<file path="config.mk">
export PLATFORM = sky130hd
export DESIGN_NAME = bom_receiver
export DESIGN_NICKNAME = d
export VERILOG_FILES = /design/src/rtl/bomrx_pkg.sv /design/src/rtl/bomrx_shift.sv /design/src/rtl/bomrx_match.sv /design/src/rtl/bomrx_track.sv /design/src/rtl/bom_receiver.sv
export SDC_FILE = /design/constraint.sdc
export NUM_CORES = 1
export LEC_CHECK = 0
export ABC_AREA = 1
export BUFFER_PORTS_ARGS = -buffer_cell sky130_fd_sc_hd__buf_2
export CORE_UTILIZATION = 40
export CTS_BUF_LIST = sky130_fd_sc_hd__clkbuf_8
export CTS_CLUSTER_SIZE = 25
export DETAILED_ROUTE_END_ITERATION = 7
export SLEW_MARGIN = 25
export SYNTH_ARGS = -nofsm -noshare
export SYNTH_HDL_FRONTEND = slang
export SYNTH_SLANG_ARGS = --single-unit
</file>
<file path="constraint.sdc">
create_clock -name clk -period 1.5 [get_ports clk]
set_clock_uncertainty 0.1 [all_clocks]
set_input_delay 0.3 -clock clk [delete_from_list [all_inputs] [get_ports clk]]
set_output_delay 0.3 -clock clk [all_outputs]
set_load 0.03 [all_outputs]
</file>
<file path="src/rtl/bomrx_pkg.sv">
// Package: shared types for the bit-oriented message receiver.
// Assumes: nothing beyond IEEE 1800-2017 packages.
package bomrx_pkg;
    // Receiver alignment state: hunting bit by bit, or locked to groups.
    typedef enum logic {
        RX_HUNT = 1'b0,
        RX_LOCK = 1'b1
    } bomrx_state_e;
endpackage

</file>
<file path="src/rtl/bomrx_shift.sv">
// Module: bomrx_shift
// Holds the most recent WIN_W data-link bits, newest bit in bit 0.
// Assumes: shift_en is a single-cycle strobe per incoming bit.
module bomrx_shift #(
    parameter int WIN_W = 16
) (
    input  logic             clk,
    input  logic             rst_n,
    input  logic             shift_en,
    input  logic             din,
    output logic [WIN_W-1:0] win
);
    // Shift the new bit in at the bottom on every strobe.
    always_ff @(posedge clk) begin
        if (!rst_n)
            win <= '0;
        else if (shift_en)
            win <= {win[WIN_W-2:0], din};
    end
endmodule

</file>
<file path="src/rtl/bomrx_match.sv">
// Module: bomrx_match
// Combinational test of a candidate window against the codeword form:
// FLAG_W ones, then a MSG_W-bit byte with its first and last bits zero.
// Assumes: the oldest bit sits in the window's MSB.
module bomrx_match #(
    parameter int FLAG_W = 8,
    parameter int MSG_W  = 8,
    localparam int CW    = FLAG_W + MSG_W
) (
    input  logic [CW-1:0] cand,
    output logic          hit
);
    logic [FLAG_W-1:0] flag_ok;

    // Per-bit flag check, one cell per flag position.
    for (genvar g = 0; g < FLAG_W; g++) begin : g_flag
        assign flag_ok[g] = cand[MSG_W + g];
    end

    // Whole-pattern decision: all flag ones, both message end bits zero.
    always_comb begin
        hit = (&flag_ok) && !cand[MSG_W-1] && !cand[0];
    end
endmodule

</file>
<file path="src/rtl/bomrx_track.sv">
// Module: bomrx_track
// Alignment tracker: captures the message on the first hit, then judges
// every CW-th strobe, refreshing or dropping lock as the group dictates.
// Assumes: hit and cand_msg describe the window including the current bit.
module bomrx_track
    import bomrx_pkg::*;
#(
    parameter int FLAG_W = 8,
    parameter int MSG_W  = 8,
    localparam int CW    = FLAG_W + MSG_W,
    localparam int CNT_W = $clog2(CW)
) (
    input  logic             clk,
    input  logic             rst_n,
    input  logic             stb,
    input  logic             hit,
    input  logic [MSG_W-1:0] cand_msg,
    output logic [MSG_W-1:0] msg,
    output logic             valid
);
    localparam logic [CNT_W-1:0] LAST_POS = CNT_W'(CW - 1);

    bomrx_state_e     state;
    logic [CNT_W-1:0] pos;

    // Hunt or group-judge on each strobe; hold everything between strobes.
    always_ff @(posedge clk) begin
        if (!rst_n) begin
            state <= RX_HUNT;
            pos   <= '0;
            msg   <= '0;
        end else if (stb) begin
            if (state == RX_HUNT) begin
                if (hit) begin
                    msg   <= cand_msg;
                    state <= RX_LOCK;
                    pos   <= '0;
                end
            end else if (pos == LAST_POS) begin
                pos <= '0;
                if (hit)
                    msg <= cand_msg;
                else
                    state <= RX_HUNT;
            end else begin
                pos <= pos + 1'b1;
            end
        end
    end

    // The flag reflects the verdict on the most recently judged codeword.
    assign valid = (state == RX_LOCK);

    // inside a locked group the stored byte and flag only move at the end.
    a_r6_group_end_only: assert property (@(posedge clk) disable iff (!rst_n)
        (state == RX_LOCK && stb && pos != LAST_POS) |=> ($stable(msg) && valid));

    // a dropped flag never disturbs the stored byte.
    a_r7_keep_on_drop: assert property (@(posedge clk) disable iff (!rst_n)
        $fell(valid) |-> $stable(msg));
endmodule

</file>
<file path="src/rtl/bom_receiver.sv">
// Module: bom_receiver (top)
// Bit-oriented message receiver for the serial data link: window, matcher
// and alignment tracker. Outputs the last good byte and a valid flag.
// Assumes: bit_stb is high for exactly one cycle per data-link bit.
module bom_receiver #(
    parameter int FLAG_W = 8,
    parameter int MSG_W  = 8
) (
    input  logic             clk,
    input  logic             rst_n,
    input  logic             dl_bit,
    input  logic             bit_stb,
    output logic [MSG_W-1:0] rx_msg,
    output logic             rx_valid
);
    localparam int CW = FLAG_W + MSG_W;

    logic [CW-1:0] win;
    logic [CW-1:0] cand;
    logic          hit;

    bomrx_shift #(.WIN_W(CW)) shift_i (
        .clk      (clk),
        .rst_n    (rst_n),
        .shift_en (bit_stb),
        .din      (dl_bit),
        .win      (win)
    );

    // Candidate window as it stands once the current bit is included.
    always_comb begin
        cand = {win[CW-2:0], dl_bit};
    end

    bomrx_match #(.FLAG_W(FLAG_W), .MSG_W(MSG_W)) match_i (
        .cand (cand),
        .hit  (hit)
    );

    bomrx_track #(.FLAG_W(FLAG_W), .MSG_W(MSG_W)) track_i (
        .clk      (clk),
        .rst_n    (rst_n),
        .stb      (bit_stb),
        .hit      (hit),
        .cand_msg (cand[MSG_W-1:0]),
        .msg      (rx_msg),
        .valid    (rx_valid)
    );

    // the first cycle out of reset shows a cleared byte and low flag.
    a_r1_reset_state: assert property (@(posedge clk)
        $rose(rst_n) |-> (rx_msg == '0 && !rx_valid));

    // a cycle without a strobe leaves both outputs untouched.
    a_r9_idle_hold: assert property (@(posedge clk) disable iff (!rst_n)
        !bit_stb |=> ($stable(rx_msg) && $stable(rx_valid)));

    // any newly stored byte has zero end bits and comes with the flag up.
    a_r2_stored_form: assert property (@(posedge clk) disable iff (!rst_n)
        (rst_n && $past(rst_n) && !$stable(rx_msg)) |->
        (!rx_msg[MSG_W-1] && !rx_msg[0] && rx_valid));
endmodule

</file>
---- Word level (Yosys, flattened, before mapping) ----
Index checks and enable logic that the tools add are counted.
word-level totals
  register bits ........................... 28
  word-level logic and storage cells ...... 24
  output and inout port bits .............. 9
operators by class
  muxes and demuxes ....................... 9
  reduce and logical (&&, ||, !) cells .... 8
  $add $sub $neg .......................... 1
  eq/ne operators ......................... 2
operator list
  kind                                          number
  2-to-1 mux 8 bit                              3
  2-to-1 mux 4 bit                              3
  AND reduction 8 bit                           1
  adder 4 x 1 -> 4 bit (second input constant)  1
  == test 4 bit (second input constant)         1
  AND reduction 2 bit                           2
  2-to-1 mux 1 bit                              3
  logical AND 1 bit                             2
  logical NOT 1 bit                             2
  != test 2 bit (second input constant)         1
  nonzero test 2 bit                            1

---- Depth between registers and ports, before layout ----
Gate-level depths: netlist of run 1.
  depth in word-level cells ............... 6
  gate-level depth with buffers ........... 9

---- Hierarchy ----
Synthesis of run 1 repeated with hierarchy kept, for this count alone.
second synthesis, totals
  cell total of the unflattened synthesis .. 215
  area total of the unflattened synthesis .. 1376.3 um^2
by module, submodules not included
  module       area an instance (um^2)  times used  cells each
  bomrx_shift  674.4                    1           101
  bomrx_track  666.9                    1           105
  bomrx_match  35.0                     1           9

---- Worst setup path after synthesis of run 1 ----
Ideal clock, no wire load.
  path kind ............................... register to register
  start ................................... register track_i.pos[0]
  end ..................................... register track_i.msg[1]
  stages on the path, launching flop included .. 8
  arrival ................................. 1.184 ns
  library setup time ...................... 0.072 ns
  setup slack ............................. 0.144 ns
  buffers on the path ..................... 0
  cells stage by stage .................... dfxtp_1 > ha_1 > nand2_2 > o21ai_4 > nand2_4 > nor2_8 > nand2_1 > a21oi_1
between the ends
  word-level cells in the longest chain between the ends .. 3
ends and longest elaborated chain
  what                                  line               source
  from (decl)                           bomrx_track.sv:24  logic [CNT_W-1:0] pos;
  from (signal assigned)                bomrx_track.sv:46  pos <= pos + 1'b1;
  == test 4 bit                         bomrx_track.sv:39  end else if (pos == LAST_POS) begin
  != test 2 bit (no source line)        -
  AND reduction 2 bit (no source line)  -
  to (signal assigned)                  bomrx_track.sv:35  msg <= cand_msg;
  to (signal assigned)                  bomrx_track.sv:42  msg <= cand_msg;
  to (decl)                             bomrx_track.sv:18  output logic [MSG_W-1:0] msg,
Every way passes these cells.
A chain may end at the register's enable or synchronous reset.

---- Worst setup path after layout of run 1 ----
  start ................................... register track_i.pos[1]
  end ..................................... register track_i.msg[2]
The elaborated chain is that of the path after synthesis.

==> impl_metrics.toml, run 1 <==
[run]
cap_violations = 0

[synthesis]
synthCells = 141
syn-num-nets = 146
synth.distinct_cells = 22
syn-cell-area_sq_mm = 0.00113
yosys_warnings = 0
seq_area_frac_synth = 0.495
synth_seq_cells = 28
synth_area_per_cell_sq_um = 8.03

[clock_network]
cts_tree = "done"
ctsLongestPathBuffers = 2
clock-root-buffer = "clkbuf_8"
htree_levels = 1
clk_latency_ns = 0.27
clk_pin_slew_ns = 0.09
cts_hold_buffers = 0
cts_buffers = 3
cts_sinks = 28

[worst_setup_path]
reg2reg_from = "track_i.pos[1]"
worstSetupEndpointType = "flop"
r2r_slack_ns = 0.05
arrival_ns = 1.55
rr_worst_depth = 7
setup.worst_path.class = "reg -> reg"
crit_path_start_kind = "flop"
cp_max_fo = 8
r2r-end = "track_i.msg[2]"
required_ns = 1.60

[global_routing]
grt_pass1_wl_mm = 3.67
overflow = 0
grt_util_all_layers = 0.147
first_global_vias = 886
antenna_found_initial = 0
grt_max_degree = 19

[final_layout]
layout-drive-gt1-share = 0.282
syn_to_final_growth_pct = 19.2
layout_commonest_cell = "nor2_1"
final_nets = 162
final_cell_mix = "nor2_1 (28), dfxtp_1 (26), o21ai_0 (18)"
postLayoutCellArea_sq_mm = 0.00135
num_antenna_cells = 0
fin_cells = 186

[floorplan]
die_x_microns = 55.2
core-area_sq_mm = 0.00257
num_io_pins = 13
dieArea_sq_mm = 0.00305
start_util = 0.441
die_y_microns = 55.2
rows = 18

[power_and_ir_drop]
switching_share = 0.230
p_total_w = 0.00136
irDropWorstVdd_v = 0.000909
p_int_w = 0.00105
combPwrFrac = 0.083
switching_power_w = 0.000313
leakagePower_nw = 0.564
seqPwrFrac = 0.586
p_per_area_mw_per_mm2 = 1010
pwr-share-clk = 0.331

[drt]
drtAntennaViolNets = 0
drt_iter0_drc = 17
wl_per_cell_microns = 11.4
first_pass_iters = 4
drc = 0
vias_per_cell = 5.04
routed_wl_mm = 2.12
vias = 937

[sta]
max_freq_mhz = 690
setup_violations = 0
relSlewSlack = 0.740
layout_min_cycle_time_ns = 1.45
fin_crit_sh = 0.966
hold_viol = 0
hold_ws_ns = 0.192
worst_pin_slew_ns = 0.389
drv_slew = 0
rsz0062_at_grt = "yes"

[hold_path]
hold_path_end = "shift_i.win[0]"
hold_path_class = "in -> reg"
min_from = "dl_bit"
min_delay_path_depth = 3

[placed_design]
gp_congestion = 0.772
portBuffers = 12
dpl.cell_count = 181
hpwl_mm = 1.47
place_area_sq_mm = 0.00123

[outcome]
status = "finished, final reports clean"
[per-layer routing]
metal / vias to the layer above / global-route usage / part of all wire
met1: 426 / 0.173 / 0.47
li1: 494 / - / -
met3: 2 / 0.0515 / 0.046
met2: 15 / 0.263 / 0.48
met5: - / 0 / 0
met4: 0 / 0.0214 / 0.0047
[final cells by class]
cell class / instances / area, sq um
multi-input combinational: 99 / 567
sequential: 28 / 563
timing repair buffer: 17 / 97.6
inverter: 8 / 30.0
fill: 254 / 1220
clock buffer: 4 / 55.1
tap: 30 / 37.5
[logic make-up (layout without fill, tap and decap cells)]
| kind of cell | Yosys count | count (layout) | share of synthesized area |
|---|---|---|---|
| buffers and inverters | 14 | 29 | 0.0508 |
| adder cells (fa/ha/maj) | 1 | 1 | 0.0110 |
| XOR/XNOR | 1 | 1 | 0.00774 |
| AND/OR/NAND/NOR | 60 | 60 | 0.261 |
| AO/OA/AOI/OAI | 37 | 37 | 0.175 |
| flip-flops | 28 | 28 | 0.495 |
[repair_timing]
item | in CTS | in global routing
buffers inserted | 0 | 1
gates resized for setup | 0 | 20
setup endpoints to repair | 0 | 6
[worst max-delay path by stage]
stage                     slack (ns)              to  cells after the start            from
after floorplan                 0.14  track_i.msg[1]                      7  track_i.pos[0]
after global placement          0.09  track_i.msg[3]                      7  track_i.pos[1]
after detailed placement        0.05  track_i.msg[4]                      7  track_i.pos[1]
after CTS                       0.02  track_i.msg[4]                      7  track_i.pos[1]
after global routing           -0.04  track_i.msg[2]                      7  track_i.pos[1]
final                           0.05  track_i.msg[2]                      7  track_i.pos[1]
[power by group through the flow]
stage | Clock (W) | Sequential [W] | Combinational [W]
detailed placement | 0 | 0.000812 | 0.000108
global placement | 0 | 0.000812 | 0.000106
global route | 0.000494 | 0.000802 | 0.000131
floorplan | 0 | 0.000810 | 0.0000808
finish | 0.000451 | 0.000797 | 0.000113
CTS | 0.000465 | 0.000795 | 0.000109
[synthesized netlist by cell type (all sizes together)]
| master | n | area, sq um |
|---|---|---|
| nand4 | 1 | 6.26 |
| a21oi | 13 | 65.1 |
| buf | 3 | 15.0 |
| nand3 | 6 | 42.5 |
| ha | 1 | 12.5 |
| o21ai | 23 | 126 |
| clkinv | 1 | 3.75 |
| nor3b | 3 | 22.5 |
| nor2 | 31 | 138 |
| dfxtp | 28 | 561 |
| xor2 | 1 | 8.76 |
| nand2 | 19 | 86.3 |
| a31oi | 1 | 6.26 |
| inv | 7 | 26.3 |
| clkbuf | 3 | 12.5 |
[state kept, by name, indices dropped and copies added (netlist names)]
signal         flops
shift_i.win       15
track_i.valid      1
track_i.msg        8
track_i.pos        4
[metrics by stage]
| stage | utilization | setup TNS, ns | worst slack (ns) |
|---|---|---|---|
| 2_1_floorplan | - | 0 | 0.144 |
| 3_3_place_gp | 0.480 | 0 | 0.0876 |
| 3_5_place_dp | 0.480 | 0 | 0.0491 |
| 4_1_cts | 0.501 | 0 | 0.0214 |
| 5_1_grt | 0.526 | -0.0995 | -0.0405 |
| 6_report | 0.526 | 0 | 0.0512 |
[critical path, cell delays in order, from the launching register on]
cell and delay [ns]:
dfxtp_2 0.37, ha_4 0.15, nand2_4 0.05, o21ai_4 0.19, nand2_4 0.12, nor2_8 0.17, nand2_1 0.09, a21oi_2 0.13
Note: power is estimated with default switching activity, not from simulation.
==> run 2, diff against run 1 <==
--- a/config.mk
+++ b/config.mk
@@ -11,6 +11,7 @@
 export CTS_BUF_LIST = sky130_fd_sc_hd__clkbuf_8
 export CTS_CLUSTER_SIZE = 25
 export DETAILED_ROUTE_END_ITERATION = 7
+export PLACE_DENSITY = 0.59
 export SLEW_MARGIN = 25
 export SYNTH_ARGS = -nofsm -noshare
 export SYNTH_HDL_FRONTEND = slang
==> run 2 against run 1 <==
Sequential share of layout area up 1.6 points. Die area unchanged. Via count fell by 0.21%. Non-clock buffer count grew 1. Hold slack improved by 0.0042 ns. Clock power is 12% lower. Cell count is the same. Register-to-register slack improved by 0.02 ns. Global-route usage is 1.1 points lower. Fmax grew 1.6%. Utilization is 1.9 points lower. Sequential cell count did not move.
==> impl_metrics.toml, run 2 (synthesis gave the netlist of run 1 again) <==
[outcome]
status = "finished, final reports clean"

[sta]
setup_violations = 0
drv_slew = 0
relSlewSlack = 0.722
max_freq_mhz = 702
hold_viol = 0
worst_pin_slew_ns = 0.417
fin_crit_sh = 0.950
layout_min_cycle_time_ns = 1.43
worst_slack_ns = 0.0746

[clock_network]
clk_pin_slew_ns = 0.09
cts_tree = "done"
cts_sinks = 28
ctsLongestPathBuffers = 2
htree_levels = 1
clk_latency_ns = 0.27
cts_buffers = 3
clock-root-buffer = "clkbuf_8"

[power_and_ir_drop]
p_per_area_mw_per_mm2 = 999
irDropWorstVdd_v = 0.000819
leakagePower_nw = 0.543

[floorplan]
core-area_sq_mm = 0.00257
die_y_microns = 55.2
num_io_pins = 13
dieArea_sq_mm = 0.00305
start_util = 0.441
rows = 18
die_x_microns = 55.2

[final_layout]
layout-drive-gt1-share = 0.224
largest_register_ffs = 15
layout_commonest_cell = "nor2_1"
reg.largest.list = "shift_i.win (15), track_i.msg (8), track_i.pos (4)"
syn_to_final_growth_pct = 14.9
final_nets = 163
final_cell_mix = "nor2_1 (28), dfxtp_1 (26), o21ai_0 (22)"
utilization = 0.507
fin_cells = 186
num_antenna_cells = 0
regMostFlops = "shift_i.win"

[placed_design]
place_ws_ns = 0.0375
dpl.cell_count = 180
hpwl_mm = 1.50
gp_congestion = 0.756
portBuffers = 12

[worst_setup_path]
required_ns = 1.60
reg2reg_from = "track_i.pos[1]"
setup.worst_path.class = "reg -> reg"
r2r_slack_ns = 0.07
rr_worst_depth = 7
arrival_ns = 1.53
cp_cell_sequence = "ha_2 > nand2_2 > o21ai_4 > nand2_4 > nor2_8 > nand2_1 > a21oi_2"
max_stage_delay_ns = 0.36
worstSetupEndpointType = "flop"
r2r-end = "track_i.msg[5]"
crit_path_start_kind = "flop"
worst_path_max_delay_cell = "dfxtp_2"
cp_max_fo = 7

[drt]
drt_iter0_drc = 19
first_pass_iters = 4
drtAntennaViolNets = 0
vias_per_cell = 5.03
drc = 0
vias = 935
routed_wl_mm = 2.14
wl_per_cell_microns = 11.5

[global_routing]
grt_util_all_layers = 0.136
antenna_found_initial = 0
overflow = 0
grt_pass1_wl_mm = 3.37
first_global_vias = 798
grt_max_degree = 19

[hold_path]
min_delay_path_depth = 3
hold_path_end = "shift_i.win[0]"
hold_path_class = "in -> reg"
min_from = "dl_bit"

[run]
cap_violations = 0
-- run 2: how the worst max path moves through the flow --
stage                               from             end  slack, ns  cells past startpoint
after detailed placement  track_i.pos[1]  track_i.msg[5]       0.04                      7
after floorplan           track_i.pos[0]  track_i.msg[1]       0.14                      7
after global routing      track_i.pos[1]  track_i.msg[6]      -0.02                      7
after CTS                 track_i.pos[1]  track_i.msg[5]      0.002                      7
after global placement    track_i.pos[1]  track_i.msg[4]       0.09                      7
final                     track_i.pos[1]  track_i.msg[5]       0.07                      7
-- run 2: layout make-up --
type	instances	area (sq um)
Inverter	8	30.0
Tap cell	30	37.5
Multi-Input combinational cell	99	524
Fill cell	259	1270
Timing Repair Buffer	18	105
Sequential cell	28	563
Clock buffer	3	41.3
-- run 2: layer usage --
metal	vias to the layer above	wire length, microns	GRT usage	share of wire
met1	421	1020	0.165	0.48
met3	2	81	0.0445	0.038
li1	495	-	-	-
met5	-	0	0	0
met4	0	14	0.0214	0.0065
met2	17	1020	0.238	0.48
-- run 2: repair_timing --
action / in CTS / in global routing
resized for setup: 0 / 5
endpoints found under the setup margin: 0 / 6
setup buffers: 0 / 3
hold buffers: 0 / 0
-- run 2: report_power, final --
group | total [W] | internal, W | leakage (nW) | switching (W)
Sequential | 0.000795 | 0.000773 | 0.230 | 0.0000218
Combinational | 0.000110 | 0.0000380 | 0.291 | 0.0000715
Clock | 0.000395 | 0.000180 | 0.0216 | 0.000215
Total | 0.00130 | 0.000991 | 0.543 | 0.000308
-- run 2: worst max-delay path, delay by kind of cell, from the launching register on --
family / cells / cell delay [ns]
adders and majority gates: 1 / 0.19
and+or+nand+nor: 4 / 0.40
AOI/OAI and AO/OA: 2 / 0.32
DFF: 1 / 0.36
-- run 2: through the flow --
| stage | instance area, sq um | hold WS, ns | power, W | setup TNS (ns) |
|---|---|---|---|---|
| after global placement | 1220 | 0.360 | 0.000916 | 0 |
| after floorplan | 1130 | 0.343 | 0.000891 | 0 |
| final | 1300 | 0.196 | 0.00130 | 0 |
| after CTS | 1270 | 0.186 | 0.00132 | 0 |
| after global routing | 1300 | 0.196 | 0.00137 | -0.0422 |
| after detailed placement | 1220 | 0.364 | 0.000919 | 0 |
==> run 3, diff against run 2 <==
--- a/config.mk
+++ b/config.mk
@@ -5,7 +5,7 @@
 export SDC_FILE = /design/constraint.sdc
 export NUM_CORES = 1
 export LEC_CHECK = 0
-export ABC_AREA = 1
+export ABC_AREA = 0
 export BUFFER_PORTS_ARGS = -buffer_cell sky130_fd_sc_hd__buf_2
 export CORE_UTILIZATION = 40
 export CTS_BUF_LIST = sky130_fd_sc_hd__clkbuf_8
==> run 3 against run 2 <==
Clock power grew 16%. Sequential share of layout area grew 0.43 points. Fmax hardly changed. Die area shrank 2.7%. Cell count is 11% lower. Highest routed layer unchanged. Via count shrank 5.5%.
==> impl_metrics.toml, run 3 <==
[clock_network]
cts_tree = "done"
htree_levels = 1
clk_latency_ns = 0.27
clk_pin_slew_ns = 0.09
cts_sinks = 28
clock-root-buffer = "clkbuf_8"
cts_buffers = 3
ctsLongestPathBuffers = 2
cts_hold_buffers = 0

[worst_setup_path]
max_stage_delay_ns = 0.50
crit_path_start_kind = "flop"
rr_worst_depth = 5
setup.worst_path.class = "reg -> out"
worstSetupEndpointType = "output port"
required_ns = 1.10
path_depth = 1
cp_cell_sequence = "buf_2"
worst_path_max_delay_cell = "dfxtp_1"
crit_family = "flip-flops"
crit_buf_inv = 1
arrival_ns = 1.03
cp_max_fo = 10

[floorplan]
core-area_sq_mm = 0.00254
start_util = 0.433
die_x_microns = 54.5
die_y_microns = 54.5
dieArea_sq_mm = 0.00297
num_io_pins = 13
rows = 18

[placed_design]
hpwl_mm = 1.41
portBuffers = 12
dpl.cell_count = 160
gp_congestion = 0.753

[drt]
drt_iter0_drc = 18
drc = 0
route.top_layer_used = "met4"
wl_met2_microns = 927
wl_met3_microns = 90
drtAntennaViolNets = 0
routed_wl_mm = 2.03
first_pass_iters = 4
vias = 884
wl_per_cell_microns = 12.3
vias_per_cell = 5.36
drt-met1-wl_microns = 971

[power_and_ir_drop]
switching_share = 0.202
irDropWorstVdd_v = 0.000609
pwr-share-clk = 0.365
seqPwrFrac = 0.598
p_per_area_mw_per_mm2 = 970
switching_power_w = 0.000253
leakagePower_nw = 0.560
p_int_w = 0.000999
combPwrFrac = 0.037

[synthesis]
synth-async-reset-ratio = 0
yosys_warnings = 0
syn-cell-area_sq_mm = 0.00110
yosysTopAreaCell = "dfxtp_1"
syn-num-nets = 122
synth_area_per_cell_sq_um = 9.41
synth_edf_count = 0
ys.flop_type = "dfxtp_1"
yosysMostFrequentCell = "dfxtp_1"
synthCells = 117
synth.distinct_cells = 22
synth_area_leaders = "dfxtp_1 (51%), mux2i_1 (14%), o21ai_0 (5.5%)"
synthTopCellsByCount = "dfxtp_1 (28), mux2i_1 (15), nor2_1 (15), o21ai_0 (12), a21oi_1 (11)"
seq_area_frac_synth = 0.509
synth_seq_cells = 28
yosysTopAreaCellShare = 0.509

[final_layout]
largest_register_ffs = 15
final_nets = 141
syn_to_final_growth_pct = 17.3
final_cell_mix = "dfxtp_1 (25), mux2i_1 (15), nor2_1 (15)"
regMostFlops = "shift_i.win"
fin_cells = 165
reg.largest.list = "shift_i.win (15), track_i.msg (8), track_i.pos (4)"
layout-drive-gt1-share = 0.222
num_antenna_cells = 0
layout_commonest_cell = "dfxtp_1"

[outcome]
status = "finished, final reports clean"

[global_routing]
first_global_vias = 791
antenna_found_initial = 0
grt_util_all_layers = 0.160
grt_pass1_wl_mm = 3.31
grt_max_degree = 26
overflow = 0

[sta]
hold_viol = 0
layout_min_cycle_time_ns = 1.43
max_freq_mhz = 702
drv_slew = 0
setup_violations = 0
fin_crit_sh = 0.950
relSlewSlack = 0.808
worst_pin_slew_ns = 0.288
fin_tns_setup_ns = 0

[hold_path]
hold_path_class = "in -> reg"
min_delay_path_depth = 2

[run]
cap_violations = 0
[run 3: cell types whose count changed in the layout (fill, tap and decap cells not counted), moves of 3 or more]
cell	change
mux2i_1	+15
o21ai_0	-12
nor2_1	-13
nand2_2	-3
inv_1	-4
nor3b_1	-3
nand2_1	-11
nand3_1	+4
[run 3: cells by family after synthesis]
family                   synth area share
AND/OR/NAND/NOR                     0.175
AO/OA/AOI/OAI                       0.126
adder cells (fa/ha/maj)            0.0114
multiplexers                        0.136
flip-flops                          0.509
buffers and inverters              0.0420
[run 3: path summary, 6_finish.rpt]
kind / endpoint / startpoint / slack (ns)
min: track_i.pos[3] / rst_n / 0.18
max: rx_valid / track_i.valid / 0.07
min reg2reg: track_i.msg[2] / track_i.msg[2] / 0.37
max reg2reg: track_i.msg[4] / shift_i.win[6] / 0.08
[run 3: stage by stage]
step | hold WS [ns] | area, sq um | total power, W | util | worst slack (ns)
finish | 0.181 | 1290 | 0.00125 | 0.507 | 0.0747
global route | 0.175 | 1290 | 0.00130 | 0.507 | -0.0115
CTS | 0.173 | 1270 | 0.00127 | 0.500 | 0.0401
detailed placement | 0.362 | 1220 | 0.000812 | 0.478 | -0.0463
global placement | 0.358 | 1220 | 0.000812 | 0.478 | 0.0137
floorplan | 0.333 | 1100 | 0.000799 | - | 0.140
[run 3: timing repair]
| item | 4_1_cts | 5_1_grt |
|---|---|---|
| endpoints found under the setup margin | 0 | 7 |
| setup buffers | 0 | 1 |
| gates resized for setup | 0 | 8 |
[run 3: power by group through the flow]
stage / Combinational, W / Clock (W) / Sequential (W)
2_1_floorplan: 0.0000335 / 0 / 0.000765
3_3_place_gp: 0.0000463 / 0 / 0.000766
3_5_place_dp: 0.0000463 / 0 / 0.000766
4_1_cts: 0.0000462 / 0.000473 / 0.000749
5_1_grt: 0.0000502 / 0.000499 / 0.000749
6_report: 0.0000465 / 0.000457 / 0.000748
[run 3: cell type report]
class                      count  area [sq um]
clock buffer                   4          55.1
timing repair buffer          20           120
multi-input combinational     80           503
inverter                       3          11.3
sequential                    28           564
fill                         245          1250
tap                           30          37.5
[run 3: metal layers]
layer / up-vias / GRT usage
met5: - / 0
met4: 0 / 0.0769
met3: 4 / 0.0500
met2: 20 / 0.246
met1: 410 / 0.201
li1: 450 / -
